==> src/rtl/rps_pkg.sv <==
package rps_pkg;
    typedef enum logic [1:0] {
        PH_PRE  = 2'd0,
        PH_NEAR = 2'd1,
        PH_FAR  = 2'd2
    } phase_e;
endpackage

==> src/rtl/rps_rate_div.sv <==
module rps_rate_div #(
    parameter int CODE_W     = 5,
    parameter int DIV_W      = 32,
    parameter int INT_OFFSET = 2
) (
    input  logic              clk,
    input  logic              rst_n,
    input  logic              clr,
    input  logic              run,
    input  logic              tick,
    input  logic              ext_mode,
    input  logic [CODE_W-1:0] code,
    output logic              fire
);
    localparam logic [CODE_W-1:0] OFFS = CODE_W'(INT_OFFSET);

    logic [CODE_W-1:0] shift;
    logic [DIV_W-1:0]  div_m1;
    logic [DIV_W-1:0]  cnt_q;

    always_comb begin
        if (ext_mode)
            shift = code;
        else if (code < OFFS)
            shift = '0;
        else
            shift = code - OFFS;
        div_m1 = (DIV_W'(1) << shift) - DIV_W'(1);
        fire   = run && tick && (cnt_q >= div_m1);
    end

    always_ff @(posedge clk) begin
        if (!rst_n)
            cnt_q <= '0;
        else if (clr)
            cnt_q <= '0;
        else if (run && tick)
            cnt_q <= fire ? '0 : cnt_q + DIV_W'(1);
    end
endmodule

==> src/rtl/rps_post_cnt.sv <==
module rps_post_cnt #(
    parameter int CNT_W = 16
) (
    input  logic             clk,
    input  logic             rst_n,
    input  logic             load,
    input  logic [CNT_W-1:0] load_val,
    input  logic             step,
    output logic             done
);
    logic [CNT_W-1:0] cnt_q;

    assign done = &cnt_q;

    always_ff @(posedge clk) begin
        if (!rst_n)
            cnt_q <= '1;
        else if (load)
            cnt_q <= load_val;
        else if (step && !done)
            cnt_q <= cnt_q + CNT_W'(1);
    end
endmodule

==> src/rtl/rate_phase_seq.sv <==
module rate_phase_seq #(
    parameter int CODE_W     = 5,
    parameter int CNT_W      = 16,
    parameter int DIV_W      = 32,
    parameter int INT_OFFSET = 2
) (
    input  logic              clk,
    input  logic              rst_n,
    input  logic              int_tick,
    input  logic              ext_tick,
    input  logic              ext_sel,
    input  logic              arm,
    input  logic              inhibit_pre,
    input  logic              continuous,
    input  logic              full_flag,
    input  logic              trigger,
    input  logic [CODE_W-1:0] pre_code,
    input  logic [CODE_W-1:0] near_code,
    input  logic [CODE_W-1:0] far_code,
    input  logic [CNT_W-1:0]  near_cnt_n,
    input  logic [CNT_W-1:0]  far_cnt_n,
    output logic              scan_start,
    output logic [1:0]        phase,
    output logic              busy,
    output logic              end_of_event
);
    import rps_pkg::*;

    localparam int NPOST = 2;

    phase_e state_q, state_d;

    logic                        fill_ok;
    logic                        run;
    logic                        div_clr;
    logic                        tick_sel;
    logic                        fire;
    logic [CODE_W-1:0]           code_sel;
    logic                        load_cnt;
    logic [NPOST-1:0]            post_done;
    logic [NPOST-1:0]            post_step;
    logic [NPOST-1:0][CNT_W-1:0] post_init;

    assign fill_ok   = continuous || !full_flag;
    assign tick_sel  = ext_sel ? ext_tick : int_tick;
    assign post_init = {far_cnt_n, near_cnt_n};

    // state register
    always_ff @(posedge clk) begin
        if (!rst_n)
            state_q <= PH_PRE;
        else
            state_q <= state_d;
    end

    // transitions
    always_comb begin
        state_d = state_q;
        unique case (state_q)
            PH_PRE:  if (trigger && arm) state_d = PH_NEAR;
            PH_NEAR: if (post_done[0])   state_d = PH_FAR;
            PH_FAR:  if (post_done[1])   state_d = PH_PRE;
            default: state_d = PH_PRE;
        endcase
    end

    // outputs and per-phase controls
    always_comb begin
        run          = 1'b0;
        code_sel     = pre_code;
        busy         = 1'b0;
        end_of_event = 1'b0;
        unique case (state_q)
            PH_PRE: begin
                run      = arm && !inhibit_pre && fill_ok;
                code_sel = pre_code;
            end
            PH_NEAR: begin
                run      = !post_done[0] && fill_ok;
                code_sel = near_code;
                busy     = 1'b1;
            end
            PH_FAR: begin
                run          = !post_done[1] && fill_ok;
                code_sel     = far_code;
                busy         = 1'b1;
                end_of_event = post_done[1];
            end
            default: begin
                run = 1'b0;
            end
        endcase
        phase      = state_q;
        scan_start = fire;
        load_cnt   = (state_q == PH_PRE) && (state_d == PH_NEAR);
        div_clr    = (state_d != state_q) || !run;
    end

    rps_rate_div #(
        .CODE_W    (CODE_W),
        .DIV_W     (DIV_W),
        .INT_OFFSET(INT_OFFSET)
    ) u_div (
        .clk     (clk),
        .rst_n   (rst_n),
        .clr     (div_clr),
        .run     (run),
        .tick    (tick_sel),
        .ext_mode(ext_sel),
        .code    (code_sel),
        .fire    (fire)
    );

    for (genvar g = 0; g < NPOST; g++) begin : g_post
        assign post_step[g] = fire && (state_q == phase_e'(g + 1));
        rps_post_cnt #(.CNT_W(CNT_W)) u_cnt (
            .clk     (clk),
            .rst_n   (rst_n),
            .load    (load_cnt),
            .load_val(post_init[g]),
            .step    (post_step[g]),
            .done    (post_done[g])
        );
    end
endmodule

==> config.mk <==
export PLATFORM = sky130hd
export DESIGN_NAME = rate_phase_seq
export DESIGN_NICKNAME = d
export VERILOG_FILES = /design/src/rtl/rps_pkg.sv /design/src/rtl/rps_rate_div.sv /design/src/rtl/rps_post_cnt.sv /design/src/rtl/rate_phase_seq.sv
export SDC_FILE = /design/constraint.sdc
export NUM_CORES = 1
export LEC_CHECK = 0
export BUFFER_PORTS_ARGS = -buffer_cell sky130_fd_sc_hd__buf_2
export CORE_AREA = 3 3 113 115
export CTS_BUF_LIST = sky130_fd_sc_hd__clkbuf_16
export DETAILED_ROUTE_END_ITERATION = 10
export DIE_AREA = 0 0 116 118
export GPL_TIMING_DRIVEN = 0
export PLACE_DENSITY = 0.81
export RECOVER_POWER = 50
export SLEW_MARGIN = 5
export SYNTH_ARGS = -nofsm -noshare
export SYNTH_HDL_FRONTEND = slang
export SYNTH_HIERARCHICAL = 1
export SYNTH_SLANG_ARGS = --single-unit
==> constraint.sdc <==
create_clock -name clk -period 11.01 [get_ports clk]
set_input_delay 2.202 -clock clk [delete_from_list [all_inputs] [get_ports clk]]
set_output_delay 2.202 -clock clk [all_outputs]
set_load 0.1 [all_outputs]
==> results of run 1 <==
## per-layer routing
metal,share of wire,up-vias,track usage
met5,0,-,0
met4,0.022,0,0.0892
met3,0.068,30,0.0478
met2,0.46,254,0.371
met1,0.45,2968,0.321
li1,-,3091,-
## worst min-delay path by stage
stage                    from        endpoint  slack (ns)
6_report       u_div/cnt_q[0]  u_div/cnt_q[0]        0.52
3_3_place_gp   u_div/cnt_q[0]  u_div/cnt_q[0]        0.50
5_1_grt        u_div/cnt_q[0]  u_div/cnt_q[0]        0.56
4_1_cts        u_div/cnt_q[0]  u_div/cnt_q[0]        0.52
3_5_place_dp   u_div/cnt_q[0]  u_div/cnt_q[0]        0.51
2_1_floorplan  u_div/cnt_q[5]  u_div/cnt_q[5]        0.47
## cell usage in the layout (no fill, tap or decap), drive strengths merged, types with 5 or more instances in the layout
| master | n |
|---|---|
| or3 | 10 |
| dfxtp | 66 |
| o311ai | 20 |
| o221ai | 5 |
| nor2b | 12 |
| and3 | 20 |
| and2 | 9 |
| a211oi | 6 |
| nand2 | 65 |
| nand2b | 11 |
| and4 | 14 |
| o21ai | 22 |
| a41oi | 6 |
| o311a | 15 |
| or4 | 7 |
| buf | 65 |
| clkbuf | 49 |
| xor2 | 24 |
| nand3 | 48 |
| nand4 | 24 |
| a311oi | 5 |
| xnor2 | 10 |
| a21o | 9 |
| a221oi | 5 |
| a31oi | 5 |
| o211ai | 13 |
| a21boi | 8 |
| ha | 41 |
| nor3 | 49 |
| nor2 | 64 |
| a22oi | 6 |
| a21oi | 32 |
| inv | 27 |
| nor4 | 17 |
## cell type report
type                    count  area (um2)
repair buffers             61         302
inverters                  26        97.6
clock buffers               9         225
well taps                 147         184
fillers                  1090        5080
plain buffers              44         189
multi-input cells         632        4440
flip-flops and latches     66        1320
clock inverters             5        72.6
## power groups by stage
| stage | combinational [mW] | sequential (mW) | clock, mW |
|---|---|---|---|
| global route | 0.428 | 0.276 | 0.316 |
| detailed placement | 0.374 | 0.278 | 0 |
| floorplan | 0.290 | 0.276 | 0 |
| finish | 0.389 | 0.273 | 0.300 |
| global placement | 0.370 | 0.277 | 0 |
| CTS | 0.380 | 0.273 | 0.305 |
## sequential cells by signal, summed over array words and instances, names as in the netlist
signal              flops
g_post.u_cnt/cnt_q     32
phase                   2
u_div/cnt_q            32
## worst register-to-register path: cells and delay by family, from the launching register on
family,cells,cell delay [ns]
AO/OA/AOI/OAI,9,2.08
buffers and inverters,8,1.74
multiplexers,1,0.32
AND/OR/NAND/NOR,10,2.85
adder cells (fa/ha/maj),4,1.16
flip-flops,1,0.46
## cells by family after synthesis
logic type	after synthesis
simple gates	364
compound gates	188
buf+inv	70
flops	66
fa+ha+maj	41
xor+xnor	34
mux	4
other cells	1
## timing repair
action,CTS,global route
gates resized for setup,2,6
endpoints found under the setup margin,1,1
setup buffers,0,0
## through the flow
step	power, mW	cell area (um2)	setup TNS, ns	std cells	hold slack (ns)
3_5_place_dp	0.652	6510	-0.297	976	0.510
6_report	0.963	6830	0	990	0.521
2_1_floorplan	0.566	6020	0	768	0.471
4_1_cts	0.958	6810	0	990	0.520
5_1_grt	1.02	6830	0	990	0.559
3_3_place_gp	0.647	6510	-0.179	976	0.499
==> results.py, run 1 <==
metrics = {
    "timing": {
        "setup_viol": 0,
        "finalCriticalPeriod_ns": 10.67,
        "relSlewSlack": 0.226,
        "finalCritPeriodShare": 0.969,
        "fin_ws_ns": 0.344,
        "hold_viol": 0,
        "fmax_mhz": 93.8,
        "skew_ns": 0.0104,
        "rsz0062_at_grt": "no",
        "tightest_slew_ns": 1.17,
        "slew_viol_final": 0,
    },
    "logic_synthesis": {
        "synth_most_common_cell": "dfxtp_1",
        "synth_fa_ha_area_frac": 0.0852,
        "synth-xor-area-share": 0.0495,
        "synth_edf_count": 0,
        "async_flop_share": 0,
        "syn-num-nets": 866,
        "yosys.cell_types.count": 85,
        "yosysSeqAreaShare": 0.220,
        "synthSimpleGateAreaFrac": 0.337,
        "synthTopCellsByCount": "dfxtp_1, nor2_1, nand2_1",
        "postSynthCellCount": 768,
        "ys.flop_type": "dfxtp_1",
        "synth.area.top_cells": "dfxtp_1, ha_1, nor3_1",
        "synth_top_area_cell": "dfxtp_1",
        "synth_top_area_frac": 0.220,
        "synth_top_family_by_area": "simple AND/OR/NAND/NOR gates",
        "avgSynthCellArea_um2": 7.84,
        "ys_ff_latch": 66,
        "synth.area.mux_share": 0.00790,
        "syn_area_um2": 6020,
        "synth_compound_area_frac": 0.253,
        "yosysWarnings": 6,
    },
    "layout": {
        "drive_gt1_frac": 0.146,
        "nNetsFinal": 938,
        "areaGrowthSynthToFinish_pct": 13.4,
        "num_antenna_cells": 0,
        "post-route-util": 0.573,
    },
    "route": {
        "vias": 6343,
        "drt_iter0_drc": 653,
        "drt_wl_total_mm": 16.4,
        "routedWlPerCell_um": 16.6,
        "antenna_left": 0,
        "remaining_drc_errors": 0,
        "viasPerCell": 6.41,
        "drtPass1Iterations": 5,
    },
    "clocking": {
        "cts_hold_buf": 0,
        "clk_transition_reported_paths_ns": 0.05,
        "numCtsBuffers": 9,
        "htree_levels": 3,
        "clock-sinks": 66,
        "clock-root-buffer": "clkbuf_16",
        "cts_tree": "done",
        "clockBufferDepth": 2,
        "clock_latency_ns": 0.35,
    },
    "floorplanning": {
        "initial_core_util": 0.505,
        "coreArea_um2": 11900,
        "fp.dieW_um": 116,
        "dieHeight_um": 118,
        "placementRows": 40,
        "io_pins": 62,
        "die_area_um2": 13700,
    },
    "placed_design": {
        "hpwl_mm": 11.9,
        "post-place-ws_ns": -0.297,
        "gp_congestion": 0.913,
        "io_buffers": 61,
    },
    "setup_path": {
        "crit_path_max_incr_delay_ns": 0.59,
        "cp_cell_sequence": "buf_2, a22oi_1, a21oi_2, inv_1, ha_1, buf_2, a21o_1, a221oi_2, nor2_1, or4_1, ha_1, clkbuf_1, a21boi_2, o211ai_4, o21bai_4, mux2_4, ha_1, nand4_1, nor4_2, o21ai_2, or2_2, o22ai_4, buf_2, buf_4",
        "cp_slowest_cell": "or4_1",
        "worstPathMaxFanout": 12,
        "worst-setup-path-type": "in2out",
        "worstSetupStartpointType": "primary input",
        "critical_path_depth": 24,
        "rrSetupSlack_ns": 2.28,
        "crit_end": "scan_start",
        "crit_buf_inv": 6,
        "ff2ff_path_depth": 32,
        "timing.rr.end": "g_post[1].u_cnt/cnt_q[11]",
        "crit_path_start": "near_code[1]",
        "r2r_start": "phase[0]",
        "arrival_ns": 8.46,
        "worstSetupEndpointType": "primary output",
        "path_delay_family": "compound AO/OA/AOI/OAI gates",
        "required_ns": 8.81,
    },
    "grt": {
        "grt_max_degree": 13,
        "gr-usage-all-layers": 0.238,
        "antenna_found_initial": 0,
        "grt_pass1_wl_mm": 26.9,
        "grt_pass1_vias": 5706,
        "grt_overflow": 0,
    },
    "outcome": {
        "status": "completed",
    },
    "power": {
        "power_switching_mw": 0.372,
        "peakVddDrop_mv": 0.0684,
        "p_int_mw": 0.591,
        "switching_share": 0.386,
        "total_leakage_power_nw": 2.71,
        "power_density_nw_per_um2": 141,
        "pwr-share-clk": 0.312,
        "power_frac_comb": 0.404,
        "p_seq_frac": 0.284,
    },
    "job": {
        "maxCapViolations": 0,
    },
    "min_path": {
        "hold_class": "reg2reg",
        "hold-path-cell-count": 2,
    },
}
Power figures use the tool's default switching activity.
==> run 2: changes to the inputs <==
- CORE_AREA: 3 3 113 115 -> 3 3 112 114
- DIE_AREA: 0 0 116 118 -> 0 0 115 117
- PLACE_DENSITY: 0.81 -> 0.8
- SKIP_CTS_REPAIR_TIMING: unset -> 1
- SYNTH_HIERARCHICAL: 1 -> unset
==> run 2 against run 1 <==
Net effect: die area is 1.7% lower; sequential share of layout area is 0.74 points higher; setup slack gained 0.38 ns; global-route usage grew 1.4 points; critical path depth is 2 higher; routed wire length is 2.1% higher; core utilization decreased by 0.23 points; final cell count fell by 4.4%; largest cell class unchanged; highest routed layer unchanged.
==> results.py, run 2 <==
metrics = {
    "outcome": {
        "status": "completed",
    },
    "layout": {
        "nNetsFinal": 896,
        "stdcell_area_um2": 6570,
        "num_antenna_cells": 0,
        "drive_gt1_frac": 0.169,
        "layout_common_cells": "nor2_1, dfxtp_1, buf_2",
        "areaGrowthSynthToFinish_pct": 12.1,
        "post-route-util": 0.571,
        "multi_input_area_um2": 4160,
        "mostFrequentLayoutCell": "nor2_1",
        "n_fill_cell": 1042,
        "final-seq-area_um2": 1320,
    },
    "power": {
        "power_switching_mw": 0.373,
        "pwr-share-clk": 0.291,
        "peakVddDrop_mv": 0.0859,
        "total_leakage_power_nw": 2.61,
        "p_int_mw": 0.547,
        "switching_share": 0.406,
        "p_seq_frac": 0.298,
        "power_density_nw_per_um2": 140,
        "power_frac_comb": 0.411,
    },
    "placed_design": {
        "hpwl_mm": 12.2,
        "post_dp_cell_area_um2": 6350,
        "gp_congestion": 0.979,
        "io_buffers": 61,
    },
    "logic_synthesis": {
        "ys.flop_type": "dfxtp_1",
        "yosys.cell_types.count": 88,
        "synth_top_family_by_area": "simple AND/OR/NAND/NOR gates",
        "async_flop_share": 0,
        "synth_compound_area_frac": 0.240,
        "yosysSeqAreaShare": 0.225,
        "synth_most_common_cell": "nor2_1",
        "synth_fa_ha_area_frac": 0.0875,
        "syn-num-nets": 824,
        "synth_edf_count": 0,
        "synth.area.mux_share": 0.0262,
        "yosysWarnings": 0,
        "synthSimpleGateAreaFrac": 0.306,
        "syn_area_um2": 5860,
        "synth.area.top_cells": "dfxtp_1, ha_1, nor2_1",
        "synth_top_area_frac": 0.225,
        "synth-xor-area-share": 0.0565,
        "avgSynthCellArea_um2": 8.08,
        "synthTopCellsByCount": "nor2_1, dfxtp_1, nand2_1",
        "synth_top_area_cell": "dfxtp_1",
        "ys_ff_latch": 66,
        "postSynthCellCount": 726,
    },
    "setup_path": {
        "arrival_ns": 8.08,
        "cp_slowest_cell": "a41oi_1",
        "crit_path_frequent_cell": "ha_1",
        "worst-setup-path-type": "in2out",
        "required_ns": 8.81,
        "worstSetupEndpointType": "primary output",
        "crit_buf_inv": 6,
        "crit_path_start": "far_code[2]",
        "worstPathMaxFanout": 10,
        "path_delay_family": "simple AND/OR/NAND/NOR gates",
        "r2r_start": "phase[1]",
        "worstSetupStartpointType": "primary input",
        "crit_path_max_incr_delay_ns": 0.45,
    },
    "clocking": {
        "clock_latency_ns": 0.35,
        "clk_transition_reported_paths_ns": 0.06,
        "cts_tree": "done",
        "clock-sinks": 66,
        "numCtsBuffers": 9,
        "clock-root-buffer": "clkbuf_16",
        "htree_levels": 3,
        "clockBufferDepth": 2,
    },
    "route": {
        "drt_wl_total_mm": 16.7,
        "vias": 5987,
        "drtPass1Iterations": 5,
        "routedWlPerCell_um": 17.7,
        "drt_iter0_drc": 571,
        "remaining_drc_errors": 0,
        "antenna_left": 0,
        "viasPerCell": 6.33,
    },
    "floorplanning": {
        "dieHeight_um": 117,
        "initial_core_util": 0.509,
        "placementRows": 39,
        "io_pins": 62,
        "fp.dieW_um": 115,
        "die_area_um2": 13500,
        "coreArea_um2": 11500,
    },
    "min_path": {
        "hold_class": "reg2reg",
        "min_from": "u_div.cnt_q[31]",
    },
    "timing": {
        "fmax_mhz": 97.2,
        "hold_viol": 0,
        "skew_ns": 0.00789,
        "slew_viol_final": 0,
        "finalSetupTns_ns": 0,
        "rsz0062_at_grt": "no",
        "relSlewSlack": 0.223,
        "tightest_slew_ns": 1.17,
        "finalCriticalPeriod_ns": 10.28,
        "setup_viol": 0,
        "finalCritPeriodShare": 0.934,
    },
    "grt": {
        "gr-usage-met3": 0.0596,
        "grt_overflow": 0,
        "grt_pass1_vias": 5481,
        "gr-max-usage-layer": "met2",
        "antenna_found_initial": 0,
        "grt_max_degree": 13,
        "gr-usage-all-layers": 0.252,
        "grt_pass1_wl_mm": 27.3,
        "grt_use_met1": 0.354,
        "grt_use_met2": 0.383,
    },
    "job": {
        "maxCapViolations": 0,
    },
}
-- run 2: cell types whose count changed after synthesis, sizes merged, moves of 9 or more --
cell | before | now
a31oi | 5 | 17
nor2 | 64 | 79
buf | 9 | 21
o211ai | 13 | 4
clkbuf | 35 | 12
mux2i | 1 | 13
nor3 | 49 | 35
o311a | 15 | 5
o311ai | 20 | 1
xnor2 | 10 | 21
o31ai | 1 | 15
-- run 2: layout make-up --
class | count | area share
repair buffers | 61 | 0.0455
inverters | 27 | 0.0162
plain buffers | 33 | 0.0352
multi-input cells | 600 | 0.633
clock inverters | 7 | 0.00723
clock buffers | 9 | 0.0343
well taps | 143 | 0.0272
flip-flops and latches | 66 | 0.201
-- run 2: per-layer routing --
layer / wire, um / up-vias / share of wire
met4: 289 / 0 / 0.017
met5: 0 / - / 0
met3: 1500 / 24 / 0.090
li1: - / 2902 / -
met1: 7710 / 2769 / 0.46
met2: 7250 / 292 / 0.43
-- run 2: worst register-to-register path: cells and delay by family, from the launching register on --
family                     cells  cell delay (ns)
DFF                            1             0.56
muxes                          1             0.23
adders and majority gates      4             1.27
and+or+nand+nor               12             2.50
buffers and inverters          5             0.99
AOI/OAI and AO/OA              6             2.05
-- run 2: worst paths after layout --
check | slack [ns] | to | cells past startpoint
setup / recovery | 0.73 | scan_start | 26
hold / removal | 0.52 | u_div.cnt_q[31] | 2
setup reg to reg | 3.35 | g_post[1].u_cnt.cnt_q[1] | 28
hold reg to reg | 0.52 | u_div.cnt_q[31] | 2
-- run 2: kinds of logic after synthesis --
| group | Yosys count |
|---|---|
| AO/OA/AOI/OAI | 171 |
| XOR/XNOR | 37 |
| adder cells (fa/ha/maj) | 41 |
| buffers and inverters | 60 |
| flip-flops | 66 |
| multiplexers | 14 |
| other | 1 |
| AND/OR/NAND/NOR | 336 |
-- run 2: stage by stage --
step | hold WS [ns] | power, mW | setup WS [ns] | cells
floorplan | 0.483 | 0.556 | 1.98 | 726
global placement | 0.506 | 0.641 | 1.05 | 930
detailed placement | 0.516 | 0.646 | 0.996 | 930
CTS | 0.529 | 0.915 | 0.978 | 946
global route | 0.573 | 0.969 | 0.376 | 946
finish | 0.522 | 0.920 | 0.727 | 946
-- run 2: power by group through the flow --
stage | logic (mW) | clock network [mW] | registers, mW
detailed placement | 0.368 | 0 | 0.278
finish | 0.378 | 0.268 | 0.274
floorplan | 0.280 | 0 | 0.277
global route | 0.413 | 0.280 | 0.277
global placement | 0.363 | 0 | 0.278
CTS | 0.371 | 0.271 | 0.273
